**src/rtl/lr_cpu_if_pkg.sv**
```systemverilog
package lr_cpu_if_pkg;
  parameter int ID_W   = 10;
  parameter int CPU_W  = 3;
  parameter int PRIO_W = 5;
  parameter int DATA_W = 32;

  localparam logic [ID_W-1:0] NO_IRQ_ID = '1; // 1023 for a 10-bit field

  typedef enum logic [1:0] {
    ST_INVALID = 2'b00,
    ST_PEND    = 2'b01,
    ST_ACTIVE  = 2'b10,
    ST_PENDACT = 2'b11
  } lr_state_e;

  typedef struct packed {
    logic [ID_W-1:0]   virtId;
    logic [CPU_W-1:0]  cpuId;
    lr_state_e         state;
    logic [PRIO_W-1:0] prio;
    logic              eoiNotify;
    logic              hwLink;
  } lr_entry_t;

  typedef struct packed {
    logic              ackStb;
    logic              eoiStb;
    logic [ID_W-1:0]   eoiId;
    logic [CPU_W-1:0]  eoiCpu;
  } lr_strobe_t;
endpackage

```
**src/rtl/lr_datapath.sv**
```systemverilog
module lr_datapath
  import lr_cpu_if_pkg::*;
#(
  parameter int NUM_ENTRIES = 4,
  localparam int IDX_W = $clog2(NUM_ENTRIES)
) (
  input  logic                   clk,
  input  logic                   rstN,
  input  logic                   ldValid,
  input  logic [IDX_W-1:0]       ldIndex,
  input  lr_entry_t              ldEntry,
  input  lr_strobe_t             strb,
  output logic                   selValid,
  output logic                   selHw,
  output logic [ID_W-1:0]        selVirtId,
  output logic [CPU_W-1:0]       selCpuId,
  output logic                   anyPending,
  output logic [NUM_ENTRIES-1:0] eoiStatus,
  output logic [NUM_ENTRIES-1:0] emptyStatus
);
  lr_entry_t         entries [NUM_ENTRIES];
  logic [IDX_W-1:0]  selIdx;
  logic [PRIO_W-1:0] bestPrio;
  logic [IDX_W-1:0]  matchIdx;
  logic              matchFound;

  // Most urgent pending entry: strict compare keeps the lowest index on ties.
  always_comb begin
    selValid = 1'b0;
    selIdx   = '0;
    bestPrio = '1;
    for (int i = 0; i < NUM_ENTRIES; i++) begin
      if (entries[i].state[0] && (!selValid || entries[i].prio < bestPrio)) begin
        selValid = 1'b1;
        selIdx   = IDX_W'(i);
        bestPrio = entries[i].prio;
      end
    end
  end

  assign selHw      = entries[selIdx].hwLink;
  assign selVirtId  = entries[selIdx].virtId;
  assign selCpuId   = entries[selIdx].cpuId;
  assign anyPending = selValid;

  // First live entry matching both retire fields.
  always_comb begin
    matchFound = 1'b0;
    matchIdx   = '0;
    for (int i = 0; i < NUM_ENTRIES; i++) begin
      if (!matchFound && entries[i].state != ST_INVALID &&
          entries[i].virtId == strb.eoiId && entries[i].cpuId == strb.eoiCpu) begin
        matchFound = 1'b1;
        matchIdx   = IDX_W'(i);
      end
    end
  end

  always_ff @(posedge clk) begin
    for (int i = 0; i < NUM_ENTRIES; i++) begin
      if (!rstN) begin
        entries[i] <= '0;
      end else if (ldValid && ldIndex == IDX_W'(i)) begin
        entries[i] <= ldEntry;
      end else if (strb.ackStb && selIdx == IDX_W'(i)) begin
        entries[i].state <= ST_ACTIVE;
      end else if (strb.eoiStb && matchFound && matchIdx == IDX_W'(i)) begin
        entries[i].state <= ST_INVALID;
      end
    end
  end

  generate
    for (genvar g = 0; g < NUM_ENTRIES; g++) begin : g_status
      assign emptyStatus[g] = (entries[g].state == ST_INVALID);
      assign eoiStatus[g]   = (entries[g].state == ST_INVALID) && entries[g].eoiNotify;
    end
  endgenerate
endmodule

```
**src/rtl/lr_control.sv**
```systemverilog
module lr_control
  import lr_cpu_if_pkg::*;
(
  input  logic              clk,
  input  logic              rstN,
  input  logic              busValid,
  input  logic              busWrite,
  input  logic [1:0]        busAddr,
  input  logic [DATA_W-1:0] busWdata,
  input  logic              selValid,
  input  logic              selHw,
  input  logic [ID_W-1:0]   selVirtId,
  input  logic [CPU_W-1:0]  selCpuId,
  input  logic              anyPending,
  output lr_strobe_t        strb,
  output logic [DATA_W-1:0] busRdata,
  output logic              virqOut
);
  localparam logic [1:0] A_CTRL = 2'd0;
  localparam logic [1:0] A_MASK = 2'd1;
  localparam logic [1:0] A_ACK  = 2'd2;
  localparam logic [1:0] A_EOI  = 2'd3;

  logic              ctrlEn;
  logic [PRIO_W-1:0] prioMask;
  logic              rdAck;
  logic              ackHit;
  logic              unusedWdata;

  assign unusedWdata = ^busWdata[DATA_W-1:ID_W+CPU_W];

  always_ff @(posedge clk) begin
    if (!rstN) begin
      ctrlEn   <= 1'b0;
      prioMask <= '0;
    end else if (busValid && busWrite) begin
      if (busAddr == A_CTRL) ctrlEn   <= busWdata[0];
      if (busAddr == A_MASK) prioMask <= busWdata[PRIO_W-1:0];
    end
  end

  assign rdAck  = busValid && !busWrite && busAddr == A_ACK;
  assign ackHit = ctrlEn && selValid && !selHw;

  always_comb begin
    strb        = '0;
    strb.ackStb = rdAck && ackHit;
    strb.eoiStb = busValid && busWrite && busAddr == A_EOI;
    strb.eoiId  = busWdata[ID_W-1:0];
    strb.eoiCpu = busWdata[ID_W+CPU_W-1:ID_W];
  end

  always_comb begin
    busRdata = '0;
    unique case (busAddr)
      A_CTRL: busRdata[0] = ctrlEn;
      A_MASK: busRdata[PRIO_W-1:0] = prioMask;
      A_ACK:  busRdata[ID_W+CPU_W-1:0] = ackHit ? {selCpuId, selVirtId}
                                                : {{CPU_W{1'b0}}, NO_IRQ_ID};
      A_EOI:  busRdata = '0;
    endcase
  end

  assign virqOut = ctrlEn && anyPending;
endmodule

```
**src/rtl/lr_cpu_if.sv**
```systemverilog
module lr_cpu_if
  import lr_cpu_if_pkg::*;
#(
  parameter int NUM_ENTRIES = 4,
  localparam int IDX_W = $clog2(NUM_ENTRIES)
) (
  input  logic                   clk,
  input  logic                   rstN,
  input  logic                   ldValid,
  input  logic [IDX_W-1:0]       ldIndex,
  input  logic [ID_W-1:0]        ldVirtId,
  input  logic [CPU_W-1:0]       ldCpuId,
  input  logic [1:0]             ldState,
  input  logic [PRIO_W-1:0]      ldPrio,
  input  logic                   ldEoiNotify,
  input  logic                   ldHwLink,
  input  logic                   busValid,
  input  logic                   busWrite,
  input  logic [1:0]             busAddr,
  input  logic [DATA_W-1:0]      busWdata,
  output logic [DATA_W-1:0]      busRdata,
  output logic                   virqOut,
  output logic [NUM_ENTRIES-1:0] eoiStatus,
  output logic [NUM_ENTRIES-1:0] emptyStatus
);
  lr_entry_t        ldEntry;
  lr_strobe_t       strb;
  logic             selValid;
  logic             selHw;
  logic [ID_W-1:0]  selVirtId;
  logic [CPU_W-1:0] selCpuId;
  logic             anyPending;

  always_comb begin
    ldEntry.virtId    = ldVirtId;
    ldEntry.cpuId     = ldCpuId;
    ldEntry.state     = lr_state_e'(ldState);
    ldEntry.prio      = ldPrio;
    ldEntry.eoiNotify = ldEoiNotify;
    ldEntry.hwLink    = ldHwLink;
  end

  lr_datapath #(.NUM_ENTRIES(NUM_ENTRIES)) u_datapath (
    .clk(clk), .rstN(rstN), .ldValid(ldValid), .ldIndex(ldIndex), .ldEntry(ldEntry),
    .strb(strb), .selValid(selValid), .selHw(selHw), .selVirtId(selVirtId),
    .selCpuId(selCpuId), .anyPending(anyPending), .eoiStatus(eoiStatus),
    .emptyStatus(emptyStatus)
  );

  lr_control u_control (
    .clk(clk), .rstN(rstN), .busValid(busValid), .busWrite(busWrite), .busAddr(busAddr),
    .busWdata(busWdata), .selValid(selValid), .selHw(selHw), .selVirtId(selVirtId),
    .selCpuId(selCpuId), .anyPending(anyPending), .strb(strb), .busRdata(busRdata),
    .virqOut(virqOut)
  );
endmodule

```
**config.mk**
```make
export PLATFORM = sky130hd
export DESIGN_NAME = lr_cpu_if
export DESIGN_NICKNAME = d
export VERILOG_FILES = /design/src/rtl/lr_cpu_if_pkg.sv /design/src/rtl/lr_datapath.sv /design/src/rtl/lr_control.sv /design/src/rtl/lr_cpu_if.sv
export SDC_FILE = /design/constraint.sdc
export NUM_CORES = 1
export LEC_CHECK = 0
export BUFFER_PORTS_ARGS = -buffer_cell sky130_fd_sc_hd__buf_4
export CORE_MARGIN = 4
export CORE_UTILIZATION = 45
export CTS_CLUSTER_DIAMETER = 100
export CTS_CLUSTER_SIZE = 20
export DETAILED_ROUTE_END_ITERATION = 7
export MAX_ROUTING_LAYER = met4
export PLACE_DENSITY = 0.7
export SETUP_SLACK_MARGIN = 0.1
export SLEW_MARGIN = 20
export SYNTH_ARGS = -nofsm -noshare
export SYNTH_HDL_FRONTEND = slang
export SYNTH_SLANG_ARGS = --single-unit
```
**constraint.sdc**
```tcl
create_clock -name clk -period 7 [get_ports clk]
set_input_delay 0.7 -clock clk [delete_from_list [all_inputs] [get_ports clk]]
set_output_delay 0.7 -clock clk [all_outputs]
set_load 0.05 [all_outputs]
```
==> metrics.txt <==
site row count 40; worst setup path end busRdata[4]; worst setup slack after placement -0.143 ns; Compound-Gate Fraction of Synth Area 11.7%; via density per instance 5.80; synthesized flop and latch total 94; standard cell core area 0.0122 mm^2; async set-reset flop share out of synthesis 0%; startpoint of the worst-slack reg-to-reg timing path u_datapath.entries[0][7]$_SDFFCE_PP0P_; most frequent cells in the layout and2_1, edfxtp_1, buf_4; number of buffers and inverters on the critical path 4; Horiz. Die Dim 121 um; number of antenna violations at the first check in global routing 0; # nets final 704; top cells by area, synth edfxtp_1, and2_1, xor2_1, xnor2_1, nand2_1; type of origin of the critical path flip-flop; placed wire-length estimate after detailed placement 11,300 um; area grow syn2layout 21.3%; remaining design rule violation count 0; all-layer global routing usage 23.3%; Clock Skews 0.0139 ns; synthesized area 0.00572 mm^2; biggest area consumer among synthesized cells edfxtp_1; count of hold-fix buffers inserted at cts 0; non-filler instance count after layout 799; Max rail drop VDD 0.121 mV; DR vias 4,636; fraction of final layout cells sized beyond drive strength 1 22.5%; pwr/cell area 233 mW/mm^2; Yosys top cell area share 46.2%; syn avg cell area 10.3 um^2; post-layout minimum cycle time 6.78 ns; min-delay src u_control.prioMask[4]$_SDFFE_PN0P_; register-to-register path setup slack 1.13 ns; Die Ht 121 um; later-pin clock latency in the skew report 0.35 ns; clock edge transition at the registers on the reported setup and hold paths 0.07 ns; Post-Synth XOR/XNOR Area 7.96%; effective utilization at floorplan 46.8%; Hold Fails Final Rpt 0; number of design-rule violations left by the first detailed-router iteration 497; deepest level of the CTS H-tree 3; wire length of the first global-routing pass 25,100 um; Post-Route WL 16,700 um; RR Endpoint u_datapath.entries[3][8]$_SDFFCE_PP0P_; delay of the slowest cell on the worst path 0.40 ns; Most used DFF post-synth edfxtp_1; Worst EP arrival 6.08 ns; logic depth of the worst register-to-register path 28; remaining global-route overflow 0; leakage power 0.00270 uW; share of the clock period used by the worst path 96.9%; cell count along the critical path 29; start-to-end type of the worst setup path flip-flop to output pin; combinational family with the most area after synthesis simple AND/OR/NAND/NOR gates; number of enable-type register cells in the synthesized netlist 88; Routability Congestion 0.918; fraction of the mapped netlist area in simple logic gates 21.1%; reported net switching power 495 uW; Worst slew margin 30.6%; clock tree from TritonCTS built; highest clock frequency the design can meet 0.147 GHz; DP Cell Count 771; required time of the worst setup path 6.30 ns; detailed-router iteration count before antenna repair 5; yosys synthesis warning count 0; maximum fanout along the worst path 12; sort of element at the end of the critical path output pin; fraction of power spent switching nets 30.7%; count of inserted antenna diode cells 0; number of setup violations in the final report 0; largest delay contributor family on the critical path compound AO/OA/AOI/OAI gates; root buf cell clkbuf_16; sequential share of power 42.6%; fraction of the mapped netlist area in adder cells 3.28%; internal power contribution 1120 uW; Filler Cells Inserted 1,036; clock share of power 33.4%; run status complete, no violations; number of global-route vias before repair 4,489; Longest Clk Path Bufs 2; startpoint of the most critical setup path u_datapath.entries[0][7]$_SDFFCE_PP0P_; Max Cap Viol 0; count of pins on the block boundary 104; number of distinct library cells after synthesis 52; number of port buffers 65; Worst path slowest cell edfxtp_1; Worst-Margin Slew 1.04 ns; combinational share of power 24.0%; mux contribution to synthesized area 2.49%; most common cell after layout, fill and taps aside and2_1; count of mapped cells out of synthesis 556; sequential element share of the synthesized area 48.3%; final setup margin 0.216 ns; drt wl/cell 20.8 um; largest net degree at the start of global routing 30; class of the tightest hold or removal check flip-flop to flip-flop; CTS sink count 94; Final Max Tran Viols 0; Detail Route Antenna Nets 0; TritonCTS Buffers 9; Total Die Area 0.0146 mm^2
## what timing repair did
| item | CTS | global route |
|---|---|---|
| gates cloned | 2 | 0 |
| endpoints found under the setup margin | 13 | 13 |
| gates resized for setup | 12 | 27 |
| buffers inserted | 1 | 9 |
| pin swaps | 3 | 13 |
## worst min-delay path by stage
stage | cells past startpoint | slack [ns] | to
after global placement | 2 | 0.52 | u_control.prioMask[0]$_SDFFE_PN0P_
after floorplan | 2 | 0.51 | u_control.prioMask[0]$_SDFFE_PN0P_
after global routing | 2 | 0.57 | u_control.prioMask[1]$_SDFFE_PN0P_
after CTS | 2 | 0.55 | u_control.prioMask[4]$_SDFFE_PN0P_
after detailed placement | 2 | 0.54 | u_control.prioMask[1]$_SDFFE_PN0P_
final | 2 | 0.55 | u_control.prioMask[4]$_SDFFE_PN0P_
## cell families after synthesis
group,after synthesis
AOI/OAI and AO/OA,102
xor gates and xnor gates,52
adders and majority gates,15
buffers and inverters,56
DFF,94
muxes,14
other,1
and+or+nand+nor,222
## cell type report
cell class              count  area (um^2)  share of cell area (%)
flip-flops and latches     94         2760                    39.8
well taps                 168          210                    3.03
repair buffers             88          676                    9.74
inverters                   7         26.3                   0.379
clock buffers              11          243                    3.50
multi-input cells         426         2940                    42.4
clock inverters             5         81.3                    1.17
## metal layers
layer	track usage, %	vias to the layer above	share of wire (%)
li1	-	2097	-
met1	31.7	2212	43
met2	35.9	289	45
met3	3.51	38	9.9
met4	8.07	0	2.4
met5	-	-	0
## worst min-delay path: cells and delay by family, from the launching register on
family           cells  cell delay [ns]
DFF                  1             0.33
muxes                1             0.13
and+or+nand+nor      1             0.06
## Yosys cell counts (all sizes together) (2+ instances only)
cell type and n:
nor2 22, o21ai 36, or3 4, xor2 28
mux2 2, mux2i 12, ha 15, dfxtp 6
o2111ai 8, a211oi 6, edfxtp 88, o211a 2
inv 7, clkbuf 23, a311oi 4, o21a 2
a22oi 2, a21oi 18, buf 26, o211ai 2
nor2b 10, nand3b 4, nand4b 2, nand2 52
xnor2 24, nor4 10, a32oi 2, nand4 7
a21o 4, nand3 9, and2 90, a31oi 6
nand2b 3, o31ai 3, nor3 5
## power groups by stage
stage	Clock, uW	Sequential, uW	Combinational [uW]
after floorplan	0	687	235
after global placement	0	695	331
after detailed placement	0	697	338
after CTS	542	685	351
after global routing	563	691	415
final	540	688	388
## metrics by stage
stage	hold slack [ns]	util, %	area [um^2]	power [uW]	setup TNS, ns
finish	0.555	56.8	6940	1620	0
global route	0.571	56.8	6940	1670	-0.0467
CTS	0.554	55.3	6750	1580	0
detailed placement	0.544	52.2	6370	1030	-0.742
global placement	0.523	52.2	6370	1030	0
floorplan	0.510	-	5800	922	-1.24
## registers in the layout, indices dropped and copies added, names as in the netlist
signal / cells
u_datapath.entries: 88
u_control.prioMask: 5
u_control.ctrlEn: 1
Note: power is estimated with default switching activity, not from simulation.
